File: config.mk
export PLATFORM = sky130hd
export DESIGN_NAME = mmd_indirect_unit
export DESIGN_NICKNAME = d
export VERILOG_FILES = /design/src/rtl/mmd_pkg.sv /design/src/rtl/mmd_ctrl_reg.sv /design/src/rtl/mmd_led_bank.sv /design/src/rtl/mmd_indirect_unit.sv
export SDC_FILE = /design/constraint.sdc
export NUM_CORES = 1
export LEC_CHECK = 0
export BUFFER_PORTS_ARGS = -buffer_cell sky130_fd_sc_hd__buf_4
export CAP_MARGIN = 20
export CORE_MARGIN = 2
export CORE_UTILIZATION = 54
export CTS_CLUSTER_DIAMETER = 200
export CTS_CLUSTER_SIZE = 30
export DETAILED_ROUTE_END_ITERATION = 10
export PLACE_DENSITY = 0.8
export REMOVE_ABC_BUFFERS = 1
export SKIP_LAST_GASP = 1
export SYNTH_ARGS = -nofsm -noshare
export SYNTH_HDL_FRONTEND = slang
export SYNTH_SLANG_ARGS = --single-unit
File: constraint.sdc
create_clock -name clk -period 3.05 [get_ports clk]
set_input_delay 0.1525 -clock clk [delete_from_list [all_inputs] [get_ports clk]]
set_output_delay 0.1525 -clock clk [all_outputs]
set_load 0.05 [all_outputs]
File: src/rtl/mmd_pkg.sv
package mmd_pkg;

  typedef enum logic [1:0] {
    FN_ADDR   = 2'b00,
    FN_DATA   = 2'b01,
    FN_INC_RW = 2'b10,
    FN_INC_WR = 2'b11
  } mmd_fn_e;

  // Power-on contents of the LED configuration words, by word index.
  function automatic logic [7:0] led_reset_word(input int idx);
    case (idx)
      0:       led_reset_word = 8'hC5;
      1:       led_reset_word = 8'h67;
      2:       led_reset_word = 8'h70;
      3:       led_reset_word = 8'h03;
      4:       led_reset_word = 8'h20;
      5:       led_reset_word = 8'h00;
      6:       led_reset_word = 8'h40;
      7:       led_reset_word = 8'h00;
      8:       led_reset_word = 8'h40;
      9:       led_reset_word = 8'h20;
      default: led_reset_word = 8'h00;
    endcase
  endfunction

  // Whether a data-window access moves the pointer under a given function.
  function automatic logic ptr_advances(input mmd_fn_e fn, input logic is_wr);
    case (fn)
      FN_INC_RW: ptr_advances = 1'b1;
      FN_INC_WR: ptr_advances = is_wr;
      default:   ptr_advances = 1'b0;
    endcase
  endfunction

endpackage

File: src/rtl/mmd_ctrl_reg.sv
module mmd_ctrl_reg
  import mmd_pkg::*;
#(
  parameter int DATA_W = 16,
  parameter int DEV_W  = 5
) (
  input  logic              clk,
  input  logic              rst_n,
  input  logic              ctrl_we,
  input  logic              data_we,
  input  logic              data_re,
  input  logic [DATA_W-1:0] wdata,
  output mmd_fn_e           fn,
  output logic [DEV_W-1:0]  dev,
  output logic [DATA_W-1:0] ptr,
  output logic              ptr_adv,
  output logic              ptr_load
);

  assign ptr_load = data_we && (fn == FN_ADDR);
  assign ptr_adv  = (data_we || data_re) && ptr_advances(fn, data_we);

  always_ff @(posedge clk) begin
    if (!rst_n) begin
      fn  <= FN_ADDR;
      dev <= '0;
      ptr <= '0;
    end else begin
      if (ctrl_we) begin
        fn  <= mmd_fn_e'(wdata[DATA_W-1 -: 2]);
        dev <= wdata[DEV_W-1:0];
      end
      if (ptr_load)     ptr <= wdata;
      else if (ptr_adv) ptr <= ptr + 1'b1;
    end
  end

  // an address-mode data write loads the pointer
  a_r3_ptr_load: assert property (@(posedge clk) disable iff (!rst_n)
    (data_we && fn == FN_ADDR) |=> ptr == $past(wdata));
  // plain data mode never moves the pointer
  a_r4_ptr_hold: assert property (@(posedge clk) disable iff (!rst_n)
    ((data_we || data_re) && fn == FN_DATA) |=> $stable(ptr));
  // advance on every data access
  a_r5_ptr_inc: assert property (@(posedge clk) disable iff (!rst_n)
    ((data_we || data_re) && fn == FN_INC_RW) |=> ptr == $past(ptr) + 1'b1);
  // reads do not advance in write-advance mode
  a_r6_rd_hold: assert property (@(posedge clk) disable iff (!rst_n)
    (data_re && !data_we && fn == FN_INC_WR) |=> $stable(ptr));

endmodule

File: src/rtl/mmd_led_bank.sv
module mmd_led_bank
  import mmd_pkg::*;
#(
  parameter int COUNT  = 10,
  parameter int WORD_W = 8,
  parameter int IDX_W  = 4
) (
  input  logic                    clk,
  input  logic                    rst_n,
  input  logic                    we,
  input  logic [IDX_W-1:0]        idx,
  input  logic [WORD_W-1:0]       wdata,
  output logic [WORD_W-1:0]       rd_word,
  output logic [COUNT-1:0]        wr_stb,
  output logic [COUNT*WORD_W-1:0] words
);

  logic [WORD_W-1:0] mem [COUNT];

  for (genvar i = 0; i < COUNT; i++) begin : g_word
    assign wr_stb[i] = we && (idx == IDX_W'(i));
    assign words[i*WORD_W +: WORD_W] = mem[i];
    always_ff @(posedge clk) begin
      if (!rst_n)         mem[i] <= WORD_W'(led_reset_word(i));
      else if (wr_stb[i]) mem[i] <= wdata;
    end
  end

  assign rd_word = (32'(idx) < COUNT) ? mem[idx] : '0;

  // at most one word strobed per cycle
  a_r10_stb_onehot: assert property (@(posedge clk) disable iff (!rst_n)
    $onehot0(wr_stb));
  // a strobed word takes the written value
  a_r10_stb_store: assert property (@(posedge clk) disable iff (!rst_n)
    we |=> rd_word == $past(wdata) || idx != $past(idx));

endmodule

File: src/rtl/mmd_indirect_unit.sv
module mmd_indirect_unit
  import mmd_pkg::*;
#(
  parameter int          DATA_W    = 16,
  parameter int          DEV_W     = 5,
  parameter int          LED_COUNT = 10,
  parameter int          LED_W     = 8,
  parameter logic [4:0]  CTRL_ADDR = 5'h0D,
  parameter logic [4:0]  DATA_ADDR = 5'h0E,
  parameter logic [4:0]  DEV_ID    = 5'h1F,
  parameter logic [15:0] LED_BASE  = 16'h01E0
) (
  input  logic                       clk,
  input  logic                       rst_n,
  input  logic                       reg_wr,
  input  logic                       reg_rd,
  input  logic [4:0]                 reg_addr,
  input  logic [DATA_W-1:0]          reg_wdata,
  output logic [DATA_W-1:0]          reg_rdata,
  output logic [LED_COUNT-1:0]       led_wr_stb,
  output logic [LED_COUNT*LED_W-1:0] led_words
);

  localparam int          IDX_W   = (LED_COUNT > 1) ? $clog2(LED_COUNT) : 1;
  localparam int          PAD_W   = DATA_W - 2 - DEV_W;
  localparam logic [DATA_W:0] LED_END = {1'b0, LED_BASE} + (DATA_W+1)'(LED_COUNT);

  mmd_fn_e             fn;
  logic [DEV_W-1:0]    dev;
  logic [DATA_W-1:0]   ptr;
  logic                ptr_adv, ptr_load;
  logic                ctrl_sel, data_sel;
  logic                ctrl_we, data_we, data_re;
  logic                dev_hit, in_bank, bank_we;
  logic [DATA_W-1:0]   ptr_off;
  logic [IDX_W-1:0]    bank_idx;
  logic [LED_W-1:0]    bank_rd;

  assign ctrl_sel = (reg_addr == CTRL_ADDR);
  assign data_sel = (reg_addr == DATA_ADDR);
  assign ctrl_we  = reg_wr && ctrl_sel;
  assign data_we  = reg_wr && data_sel;
  assign data_re  = reg_rd && data_sel && !reg_wr;

  assign dev_hit  = (dev == DEV_ID[DEV_W-1:0]);
  assign in_bank  = dev_hit && (ptr >= LED_BASE) && ({1'b0, ptr} < LED_END);
  assign ptr_off  = ptr - LED_BASE;
  assign bank_idx = ptr_off[IDX_W-1:0];
  assign bank_we  = data_we && (fn != FN_ADDR) && in_bank;

  mmd_ctrl_reg #(.DATA_W(DATA_W), .DEV_W(DEV_W)) u_ctrl (
    .clk      (clk),
    .rst_n    (rst_n),
    .ctrl_we  (ctrl_we),
    .data_we  (data_we),
    .data_re  (data_re),
    .wdata    (reg_wdata),
    .fn       (fn),
    .dev      (dev),
    .ptr      (ptr),
    .ptr_adv  (ptr_adv),
    .ptr_load (ptr_load)
  );

  mmd_led_bank #(.COUNT(LED_COUNT), .WORD_W(LED_W), .IDX_W(IDX_W)) u_bank (
    .clk     (clk),
    .rst_n   (rst_n),
    .we      (bank_we),
    .idx     (bank_idx),
    .wdata   (reg_wdata[LED_W-1:0]),
    .rd_word (bank_rd),
    .wr_stb  (led_wr_stb),
    .words   (led_words)
  );

  always_comb begin
    reg_rdata = '0;
    if (ctrl_sel)
      reg_rdata = {fn, {PAD_W{1'b0}}, dev};
    else if (data_sel) begin
      if (fn == FN_ADDR)  reg_rdata = ptr;
      else if (in_bank)   reg_rdata = DATA_W'(bank_rd);
    end
  end

  // a foreign device never strobes the bank
  a_r8_foreign_no_stb: assert property (@(posedge clk) disable iff (!rst_n)
    (data_we && !dev_hit) |-> led_wr_stb == '0);
  // the control read-back keeps the middle bits clear
  a_r2_ctrl_pad: assert property (@(posedge clk) disable iff (!rst_n)
    (reg_rd && ctrl_sel) |-> reg_rdata[DATA_W-3:DEV_W] == '0);
  // unimplemented direct addresses read as zero
  a_r9_other_zero: assert property (@(posedge clk) disable iff (!rst_n)
    (reg_rd && !ctrl_sel && !data_sel) |-> reg_rdata == '0);
  // bank reads never carry upper bits
  a_r7_upper_zero: assert property (@(posedge clk) disable iff (!rst_n)
    (reg_rd && data_sel && fn != FN_ADDR) |-> reg_rdata[DATA_W-1:LED_W] == '0);

endmodule

==> impl_metrics.csv <==
group,metric,value,unit
clock_tree,ctsRootBufferMaster,"clkbuf_8",
yosys,synth_edf_count,80,
clock_tree,holdBufCountCts,0,
setup_path,cp_slowest_cell,"or4_4",
setup_path,cp_max_fo,13,
timing,worst_pin_slew,0.998,ns
yosys,syn_area,5630,sq um
setup_path,critPathMaxStageDelay,0.63,ns
clock_tree,cts_tree,"built",
timing,final_hold_viol_count,0,
timing,hold-worst-slack,0.0259,ns
setup_path,cp.arrival,2.74,ns
setup_path,cpMostUsedCell,"buf_4",
global_route,grt_pass1_wl,27.5,mm
yosys,avgSynthCellArea,10.8,sq um
routing,routed_wl,18.1,mm
flow_run,drv_cap,0,
timing,fin_skew,0.0161,ns
worst_hold_path,hold_path.class,"input port to flop",
setup_path,crit_type,"flop to output port",
setup_path,worstSetupEndpointType,"output port",
routing,num_vias,5372,
yosys,synth_xor_xnor_area_share,0,%
timing,fin_crit_sh,94.8,%
yosys,yosys-top-cells-area,"edfxtp_1, dfxtp_1, mux4_2, nor4_1, nand2_1",
yosys,syn_inst,522,
outcome,status,"complete, no violations",
global_route,antenna_found_initial,0,
timing,slew_headroom,33.4,%
clock_tree,clk_latency,0.38,ns
pwr,power_density,437,nW/um^2
cells_and_area,area_delta_synth_final,25.7,%
placement,placed_cells,765,
global_route,gr-total-overflow,0,
setup_path,rrSetupSlack,0.34,ns
timing,fin_setup_tns,0,ns
routing,drtIter0Drc,709,
yosys,synth_fa_ha_area_share,0.889,%
placement,dp_hpwl,12.9,mm
cells_and_area,layoutNonFillerInstCount,786,
cells_and_area,final_nets,674,
yosys,async_flop_share,0,%
yosys,ys.warnings.count,0,
setup_path,critPathBufInv,3,
die,die_h,106,microns
setup_path,cp_top_family,"simple AND/OR/NAND/NOR gates",
clock_tree,clk_pin_slew_worst_paths,0.10,ns
cells_and_area,utilization,69.1,%
cells_and_area,drive_above_1_share,32.5,%
timing,fmax,0.346,GHz
pwr,p_leak,2.40,nW
timing,period_minus_slack,2.89,ns
yosys,synth_seq_cells,107,
yosys,synth_top_area_share,42.7,%
routing,viasPerCell,6.83,
yosys,synth_area_leader_cell,"edfxtp_1",
die,start_util,55.0,%
clock_tree,cts_buffer_depth,2,
yosys,synth_compound_area_share,10.4,%
placement,port_buffers,130,
yosys,ys.flop_type,"edfxtp_1",
clock_tree,cts.sinks,107,
cells_and_area,diodes,0,
yosys,yosys.area_share.simple,22.3,%
global_route,grt_pass1_vias,4934,
yosys,ys_seq_area_share,52.3,%
clock_tree,htreeDepth,3,
setup_path,startpoint_type,"flop",
die,core,10200,sq um
routing,drc_errors,0,
die,ios,131,
die,die_w,106,microns
yosys,synthMuxAreaShare,9.72,%
yosys,ys_types,56,
timing,setup_violations,0,
placement,gp_congestion,0.937,
setup_path,required,2.90,ns
routing,wl_per_cell,23.0,microns
clock_tree,numCtsBuffers,9,
global_route,grt_util_all_layers,31.8,%
pwr,max-vdd-ir-drop,254,uV
yosys,synth_top_family_by_area,"simple AND/OR/NAND/NOR gates",
timing,slew_violations,0,
die,dieArea,11300,sq um
routing,dr.pass1.iters,5,
timing,rsz0062_at_grt,"false",
routing,ant_nets,0,
setup_path,path_cells,"and3_1, nand4_1, or4_4, buf_12, buf_4, nor3_1, buf_4",
die,rows,37,
global_route,grt_max_degree,50,
[area by class of cell]
class,instances,area (sq um)
repair buffers,163,1250
clock buffers,9,124
multi-input cells,355,2470
fillers,760,3160
clock inverters,7,85.1
well taps,136,170
flip-flops and latches,107,2940
inverters,9,33.8
[cells by family (layout without fill, tap and decap cells)]
family          count (synthesis)  after routing
flops                         107            107
mux                            34             34
simple gates                  225            226
fa+ha+maj                       4              4
buf+inv                        61            188
compound gates                 91             91
[routing by layer]
metal  vias up  global-route usage [%]  share of wire [%]
li1       2308                       -                  -
met3        65                    5.70                 13
met2       449                    52.2                 48
met4         0                    10.7                4.1
met1      2550                    43.0                 36
met5         -                       0                  0
[worst paths after layout]
path | from | to | depth (start not counted)
max | u_ctrl.ptr[6] | led_wr_stb[3] | 7
min | reg_wdata[14] | u_ctrl.fn[0] | 3
max reg2reg | u_ctrl.ptr[6] | u_bank.mem[0][5] | 6
min reg2reg | u_ctrl.dev[2] | u_ctrl.dev[2] | 2
[state kept, by name, indices dropped and copies added (netlist names), named ones only]
signal and count:
u_bank.mem 80, u_ctrl.dev 5, u_ctrl.fn 2, u_ctrl.ptr 16
[per-stage QoR]
stage | total power, mW | instance area [sq um] | setup WS [ns]
2_1_floorplan | 1.98 | 5410 | -0.130
3_3_place_gp | 2.17 | 6810 | 0.505
3_5_place_dp | 2.19 | 6810 | 0.416
4_1_cts | 3.07 | 7020 | 0.174
5_1_grt | 3.16 | 7070 | 0.00118
6_report | 3.09 | 7070 | 0.158
[report_power, final]
group	switching, mW	internal [mW]	leakage [nW]
clock	0.540	0.395	0.103
sequential	0.0473	1.62	0.988
combinational	0.349	0.146	1.30
[tightest hold or removal path, delay by kind of cell]
family                 cells  cell delay, ns
muxes                      1            0.05
and+or+nand+nor            1            0.07
buffers and inverters      1            0.09
[timing repair]
action                                  4_1_cts  5_1_grt
gates resized for setup                       0        1
endpoints found under the setup margin        0        1
buffers inserted                              0        4
[cell usage in the layout (no fill, tap or decap), types with 3 or more instances in the layout]
master / n
buf_4: 161
edfxtp_1: 80
nor4_1: 55
nand2_1: 48
o21ai_0: 34
dfxtp_1: 27
nor3_1: 24
nand3_1: 19
mux4_2: 16
nand4_1: 15
nor2_1: 15
mux2i_1: 13
a21oi_1: 11
clkbuf_8: 9
inv_1: 8
and2_1: 8
a22oi_1: 8
o31ai_1: 7
nand2b_1: 5
mux2_2: 5
a31oi_1: 5
o31a_1: 5
nor3b_1: 4
nor2b_1: 4
a211oi_1: 4
ha_1: 4
or2_2: 3
or4_1: 3
and4_1: 3
inv_6: 3
[cells in the mapped netlist (2+ instances only)]
cell / count
nor2_1: 15
a22oi_1: 8
a22o_1: 2
nor2b_1: 4
a21oi_1: 11
mux4_2: 16
clkbuf_1: 35
a211oi_1: 4
nor4_1: 57
inv_1: 8
nor4b_1: 3
edfxtp_1: 80
nor3_1: 24
and2_1: 8
dfxtp_1: 27
buf_1: 7
or4b_1: 2
or2_2: 3
o21ai_0: 34
ha_1: 4
mux2i_1: 13
nand4b_1: 2
nor3b_1: 4
and3_1: 2
buf_2: 9
and4_1: 3
o32ai_1: 2
a31oi_1: 5
nand2_1: 48
nand4_1: 15
nand2b_1: 5
o31a_1: 5
or4_1: 3
nand3_1: 19
or3_1: 2
o31ai_1: 7
o2111ai_1: 2
mux2_2: 5
o22ai_1: 2
No activity file was read; power rests on OpenSTA's default activity.
